## config.mk

```make
export PLATFORM = sky130hd
export DESIGN_NAME = cc_timer
export DESIGN_NICKNAME = d
export VERILOG_FILES = /design/src/rtl/cc_timer.sv
export SDC_FILE = /design/constraint.sdc
export NUM_CORES = 1
export LEC_CHECK = 0
export BUFFER_PORTS_ARGS = -buffer_cell sky130_fd_sc_hd__buf_2
export CAP_MARGIN = 20
export CORE_ASPECT_RATIO = 0.8
export CORE_UTILIZATION = 58
export DETAILED_ROUTE_END_ITERATION = 8
export PLACE_DENSITY_LB_ADDON = 0.2
export SYNTH_ARGS = -nofsm -noshare
export SYNTH_HDL_FRONTEND = slang
export SYNTH_SLANG_ARGS = --single-unit
```

## constraint.sdc

```tcl
create_clock -name clk -period 5.6 [get_ports clk]
set_input_delay 0.28 -clock clk [delete_from_list [all_inputs] [get_ports clk]]
set_output_delay 0.28 -clock clk [all_outputs]
set_load 0.02 [all_outputs]
```

## src/rtl/cc_timer.sv

```systemverilog
module cc_timer #(
  parameter int          PRESC_LOG2 = 2,
  parameter logic [15:0] CMP_RST    = 16'h8000
) (
  input  logic       clk,
  input  logic       rst_n,
  input  logic [3:0] bus_addr,
  input  logic       bus_wr,
  input  logic       bus_rd,
  input  logic [7:0] bus_wdata,
  output logic [7:0] bus_rdata,
  input  logic       cap_in,
  output logic       cmp_a_out,
  output logic       cmp_b_out
);
  localparam int CW = 16;
  localparam int NCH = 2;
  localparam logic [3:0] A_STAT = 4'd0, A_CAPH = 4'd1, A_CAPL = 4'd2,
                         A_CNTH = 4'd7, A_CNTL = 4'd8;

  logic          dis;
  logic [CW-1:0] cnt;
  logic [CW-1:0] cnt_nxt;
  logic [7:0]    cnt_stage;
  logic          tick;
  logic          cnt_load;
  logic          st_rd;
  logic [NCH-1:0] ocf, arm, tog, lo_acc;
  logic [NCH-1:0][CW-1:0] cmp_v;
  logic          cap_prev;
  logic [CW-1:0] cap_q;
  logic [7:0]    lo_hold;
  logic          hold_v;

  assign cnt_nxt  = cnt + 16'd1;
  assign cnt_load = bus_wr && bus_addr == A_CNTL;
  assign st_rd    = bus_rd && bus_addr == A_STAT;

  generate
    if (PRESC_LOG2 == 0) begin : g_nopre
      assign tick = !dis && !cnt_load;
    end else begin : g_pre
      logic [PRESC_LOG2-1:0] pre_q;
      always_ff @(posedge clk or negedge rst_n)
        if (!rst_n)        pre_q <= '0;
        else if (cnt_load) pre_q <= '0;
        else if (!dis)     pre_q <= pre_q + 1'b1;
      assign tick = !dis && !cnt_load && (&pre_q);
    end
  endgenerate

  always_ff @(posedge clk or negedge rst_n)
    if (!rst_n) begin
      dis       <= 1'b0;
      cnt       <= '0;
      cnt_stage <= '0;
    end else begin
      if (bus_wr && bus_addr == A_STAT) dis <= bus_wdata[2];
      if (bus_wr && bus_addr == A_CNTH) cnt_stage <= bus_wdata;
      if (cnt_load)  cnt <= {cnt_stage, bus_wdata};
      else if (tick) cnt <= cnt_nxt;
    end

  generate
    for (genvar k = 0; k < NCH; k++) begin : g_ch
      localparam logic [3:0] A_HI = 4'(3 + 2*k);
      localparam logic [3:0] A_LO = 4'(4 + 2*k);
      logic [CW-1:0] cmp_q;
      logic flag_q, seen_q, arm_q, tog_q, hit, lo_hit;

      assign lo_hit = (bus_rd || bus_wr) && bus_addr == A_LO;
      assign hit    = tick && arm_q && cnt_nxt == cmp_q;

      always_ff @(posedge clk or negedge rst_n)
        if (!rst_n) begin
          cmp_q  <= CMP_RST;
          flag_q <= 1'b0;
          seen_q <= 1'b0;
          arm_q  <= 1'b1;
          tog_q  <= 1'b0;
        end else begin
          if (bus_wr && bus_addr == A_HI) begin
            cmp_q[15:8] <= bus_wdata;
            arm_q       <= 1'b0;
          end
          if (bus_wr && bus_addr == A_LO) begin
            cmp_q[7:0] <= bus_wdata;
            arm_q      <= 1'b1;
          end
          flag_q <= hit || (flag_q && !(seen_q && lo_hit));
          if (st_rd)       seen_q <= flag_q;
          else if (lo_hit) seen_q <= 1'b0;
          tog_q <= tog_q ^ hit;
        end

      assign ocf[k]    = flag_q;
      assign arm[k]    = arm_q;
      assign tog[k]    = tog_q;
      assign lo_acc[k] = lo_hit;
      assign cmp_v[k]  = cmp_q;
    end
  endgenerate

  always_ff @(posedge clk or negedge rst_n)
    if (!rst_n) begin
      cap_prev <= 1'b1;
      cap_q    <= '0;
      lo_hold  <= '0;
      hold_v   <= 1'b0;
    end else begin
      cap_prev <= cap_in;
      if (cap_in && !cap_prev) cap_q <= cnt;
      if (bus_rd && bus_addr == A_CAPH) begin
        lo_hold <= cap_q[7:0];
        hold_v  <= 1'b1;
      end else if (bus_rd && bus_addr == A_CAPL) begin
        hold_v <= 1'b0;
      end
    end

  assign cmp_a_out = tog[0] && !dis;
  assign cmp_b_out = tog[1] && !dis;

  always_comb begin
    case (bus_addr)
      A_STAT:  bus_rdata = {3'b000, ocf[0], ocf[1], dis, 2'b00};
      A_CAPH:  bus_rdata = cap_q[15:8];
      A_CAPL:  bus_rdata = hold_v ? lo_hold : cap_q[7:0];
      4'd3:    bus_rdata = cmp_v[0][15:8];
      4'd4:    bus_rdata = cmp_v[0][7:0];
      4'd5:    bus_rdata = cmp_v[1][15:8];
      4'd6:    bus_rdata = cmp_v[1][7:0];
      A_CNTH:  bus_rdata = cnt[15:8];
      A_CNTL:  bus_rdata = cnt[7:0];
      default: bus_rdata = 8'h00;
    endcase
  end
endmodule

```

Word-level counts from Yosys, hierarchy flattened:

Index checks and enable logic that the tools add are counted.

* register bits after elaboration: 93
* input port bits: 17
* output and inout bits: 10
* logic and storage cells: 92

* add/sub/neg operators: 2
* eq/ne operators: 11
* muxes and demuxes: 16
* bitwise logic cells: 2
* reduce and logical (&&, ||, !) cells: 41

Operators with widths (count)
* $pmux W8 S9: 1
* $eq A16 B16 Y1: 2
* $mux W16: 2
* $logic_and A1 B1 Y1: 25
* $add A16 B1 Y16 const B: 1
* $eq A4 B3 Y1 const B: 4
* $reduce_bool A2 Y1: 6
* $mux W1: 10
* $eq A4 B2 Y1 const B: 2
* $mux W8: 1
* $logic_not A1 Y1: 5
* $eq A4 B1 Y1 const B: 1
* $eq A4 B4 Y1 const B: 1
* $logic_not A4 Y1: 1
* $mux W2: 2
* $logic_or A1 B1 Y1: 3
* $add A2 B1 Y2 const B: 1
* $ne A2 B1 Y1 const B: 1
* $reduce_and A2 Y1: 1
* $xor A1 B1 Y1: 2

Longest topological paths before layout:

* depth in word-level cells: 8
* mapped depth: 8

Least setup slack after synthesis:

OpenSTA, ideal clock, no wires.

* path kind: flip-flop to flip-flop
* start point: register cnt[1]
* end point: register g_ch[1].tog_q
* library setup time: 0.123 ns
* arrival: 2.323 ns
* data required time: 5.477 ns
* setup slack: 3.154 ns
* stages on the path, launching flop included: 9
* path buffers: 0
* period minus slack after synthesis: 2.446 ns
* path through: dfrtp_1 -> ha_1 -> and3_4 -> nand3_4 -> mux2_4 -> or4_1 -> nor4_1 -> nand4_1 -> xnor2_1

* word-level cells in the longest chain between the ends: 4

Ends and longest elaborated chain
* start: declaration: RTL line 22 `logic [CW-1:0] cnt;`
* start signal: assignment: RTL line 60 `if (cnt_load) cnt <= {cnt_stage, bus_wdata};`
* start signal: assignment: RTL line 61 `else if (tick) cnt <= cnt_nxt;`
* $add A16 B1 Y16: RTL line 35 `assign cnt_nxt = cnt + 16'd1;`
* $eq A16 B16 Y1: RTL line 72 `assign hit = tick && arm_q && cnt_nxt == cmp_q;`
* $logic_and A1 B1 Y1: RTL line 72
* $xor A1 B1 Y1: RTL line 93 `tog_q <= tog_q ^ hit;`
* end signal: assignment: RTL line 93
* end: declaration: RTL line 69 `logic flag_q, seen_q, arm_q, tog_q, hit, lo_hit;`

No other way between the ends.
A chain may end at the register's enable or synchronous reset.

Worst setup path after layout:

* start point: register cnt[0]
* end point: register g_ch[1].tog_q

Same word-level chain as after synthesis.

==> metrics.txt <==
Worst Hold Margin 40.2 ps; GP Congestion 0.971; first-pass GRT wire length 22.9 mm; worst vdd ir 0.000266 V; CTS tree yes; Synth top area share 0.409; cell taking the most area after synthesis dfrtp_1; power per cell area 424 nW/µm²; Seq cells post-synth 93; Final Net Count 544; CTS max path bufs 2; Placement Rows 31; Initial Utilization 0.596; core box area 9040 µm²; detailed placement HPWL 10.7 mm; vias per cell 6.47; DRT antenna net count 0; R2R cell count 8; Startpoint Class flip-flop; Overall Power 0.00248 W; most frequent cells after synthesis dfrtp_1 (88), mux2_2 (72), nand2_1 (50), xnor2_1 (39), clkbuf_1 (26); final worst slack 2750 ps; Data required, critical path 5830 ps; sequential share of the synthesized area 0.434; final setup TNS 0 ps; Distinct cells, synth 60; Layout area overhead 8.55%; CP arrival 3080 ps; CTS Buf Count 9; via count 4175; Buffers on Ports 26; largest cells by area after synthesis dfrtp_1 (41%), mux2_2 (15%), xnor2_1 (6.3%); DRT iter0 DRCs 400; Slew @ Worst Pin 894 ps; clock period minus worst slack 2850 ps; syn avg cell area 10.4 µm²; Die Area 9670 µm²; CTS root buf clkbuf_16; Ant. Diodes 0; hold crit path type in2reg; Max-Cap Viols 0; Clock Sinks 93; # Post-CTS Setup Buffers 0; die width 110 µm; Final Hold Fails 0; Leak 2.39 nW; GRT Total Usage 0.334; clk_skew 5.84 ps; Main synth FF type dfrtp_1; flop2flop setup slack 2750 ps; H-Tree Depth 3; Syn Std Cell Area 5380 µm²; router iterations before antenna repair 5; fin cells 645; Synth async-reset ratio 1.00; outcome finished, final reports clean; Crit Path Category reg2reg; Fmax 351 MHz; I/O pins 27; Post-Syn Instances 519; dpl cells 628; Worst Hold Depth 1; vias in the first global route 4025; Final period util 0.508; Clock Latency Late Sink 350 ps; Ys Warns 0; DP Worst Slack 2800 ps; Post-synth EDFFs 0; share of cells above drive strength 1 0.247; DRT Wirelength 14.9 mm; Max-slew headroom 0.404; Final setup viols 0; CP Capture Type flip-flop; largest net degree at the start of global routing 54; Clock transition at path regs 70 ps; Syn Nets 538; Worst Path Max Fanout 9; DRC viols 0; RSZ-0062 raised after global routing no; Slew Limit Fails 0; Die Height 88.2 µm; Overflow after GRT 0; count leader, synth dfrtp_1; initial antenna violation count 0; WL/cell 23.0 µm
-- final timing paths --
path / startpoint / to
max in group asynchronous: rst_n / cnt_stage[7]
min in group asynchronous: rst_n / g_ch[1].seen_q
hold reg to reg: g_ch[0].tog_q / g_ch[0].tog_q
hold / removal: cap_in / cap_prev
setup reg to reg: cnt[0] / g_ch[1].tog_q
setup / recovery: cnt[0] / g_ch[1].tog_q
-- sequential cells by signal (all words and copies together), names as in the netlist --
register / count
g_ch.tog_q: 2
cnt: 16
cap_q: 16
dis: 1
g_ch.flag_q: 2
hold_v: 1
g_pre.pre_q: 2
cnt_stage: 8
g_ch.seen_q: 2
g_ch.arm_q: 2
lo_hold: 8
cap_prev: 1
g_ch.cmp_q: 32
-- placed cells by master (no fill, tap or decap), types with 3 or more instances in the layout --
cell,synthesis,final
dfrtp_1,88,88
mux2_2,72,72
nand2_1,50,50
xnor2_1,39,39
buf_2,3,25
o21ai_0,24,24
nor2_1,24,24
nand3_1,19,19
xor2_1,18,18
a21oi_1,14,14
nor2b_1,11,11
nor3_1,11,11
mux2i_1,9,9
nand2b_1,9,9
a22oi_1,9,9
clkbuf_16,0,9
nor4_1,8,8
nand4_1,6,6
a31oi_1,5,5
o21ai_1,5,5
dfstp_2,5,5
nor3b_1,4,4
a221oi_1,4,4
o211ai_1,3,3
inv_1,3,3
mux4_2,3,3
a311oi_1,3,3
inv_6,0,3
buf_4,2,3
-- cells by family (layout without fill, tap and decap cells) --
kind of cell | count (synthesis) | count (layout) | synth area share
DFF | 93 | 93 | 0.434
and+or+nand+nor | 158 | 158 | 0.151
adders and majority gates | 2 | 2 | 0.00465
muxes | 86 | 86 | 0.185
buffers and inverters | 37 | 48 | 0.0279
xor gates and xnor gates | 57 | 57 | 0.0927
AOI/OAI and AO/OA | 86 | 86 | 0.106
-- layer usage --
| layer | vias up | wire, µm | GRT usage | part of all wire |
|---|---|---|---|---|
| met5 | - | 0 | 0 | 0 |
| met4 | 0 | 454 | 0.147 | 0.031 |
| met3 | 40 | 1210 | 0.0699 | 0.082 |
| met2 | 199 | 6570 | 0.502 | 0.44 |
| met1 | 2059 | 6620 | 0.468 | 0.45 |
| li1 | 1877 | - | - | - |
-- timing repair --
action	CTS	global route
gates resized for setup	0	0
hold endpoints to repair	40	0
hold buffers	1	0
-- metrics by stage --
step                      area (µm²)   util
final                           5840  0.647
after global routing            5840  0.647
after CTS                       5840  0.647
after detailed placement        5540  0.612
after global placement          5540  0.612
after floorplan                 5380      -
-- cell type report --
type / count / area [µm²]
Clock buffer: 10 / 229
Timing Repair Buffer: 29 / 158
Fill cell: 768 / 3190
Clock inverter: 6 / 68.8
Tap cell: 115 / 144
Inverter: 3 / 11.3
Multi-Input combinational cell: 389 / 2900
Sequential cell: 93 / 2330
-- power breakdown --
group,internal [W],switching [W],total (W)
clock network,0.000350,0.000268,0.000618
logic,0.000378,0.000342,0.000720
registers,0.000859,0.000282,0.00114
-- worst max-delay path: stages, from the launching register on --
cell	delay, ps
dfrtp_1	520
ha_1	320
and3_4	260
nand3_4	100
mux2_4	320
or4_1	510
nor4_1	330
nand4_1	210
xnor2_1	170
(Power assumes the default switching activity.)
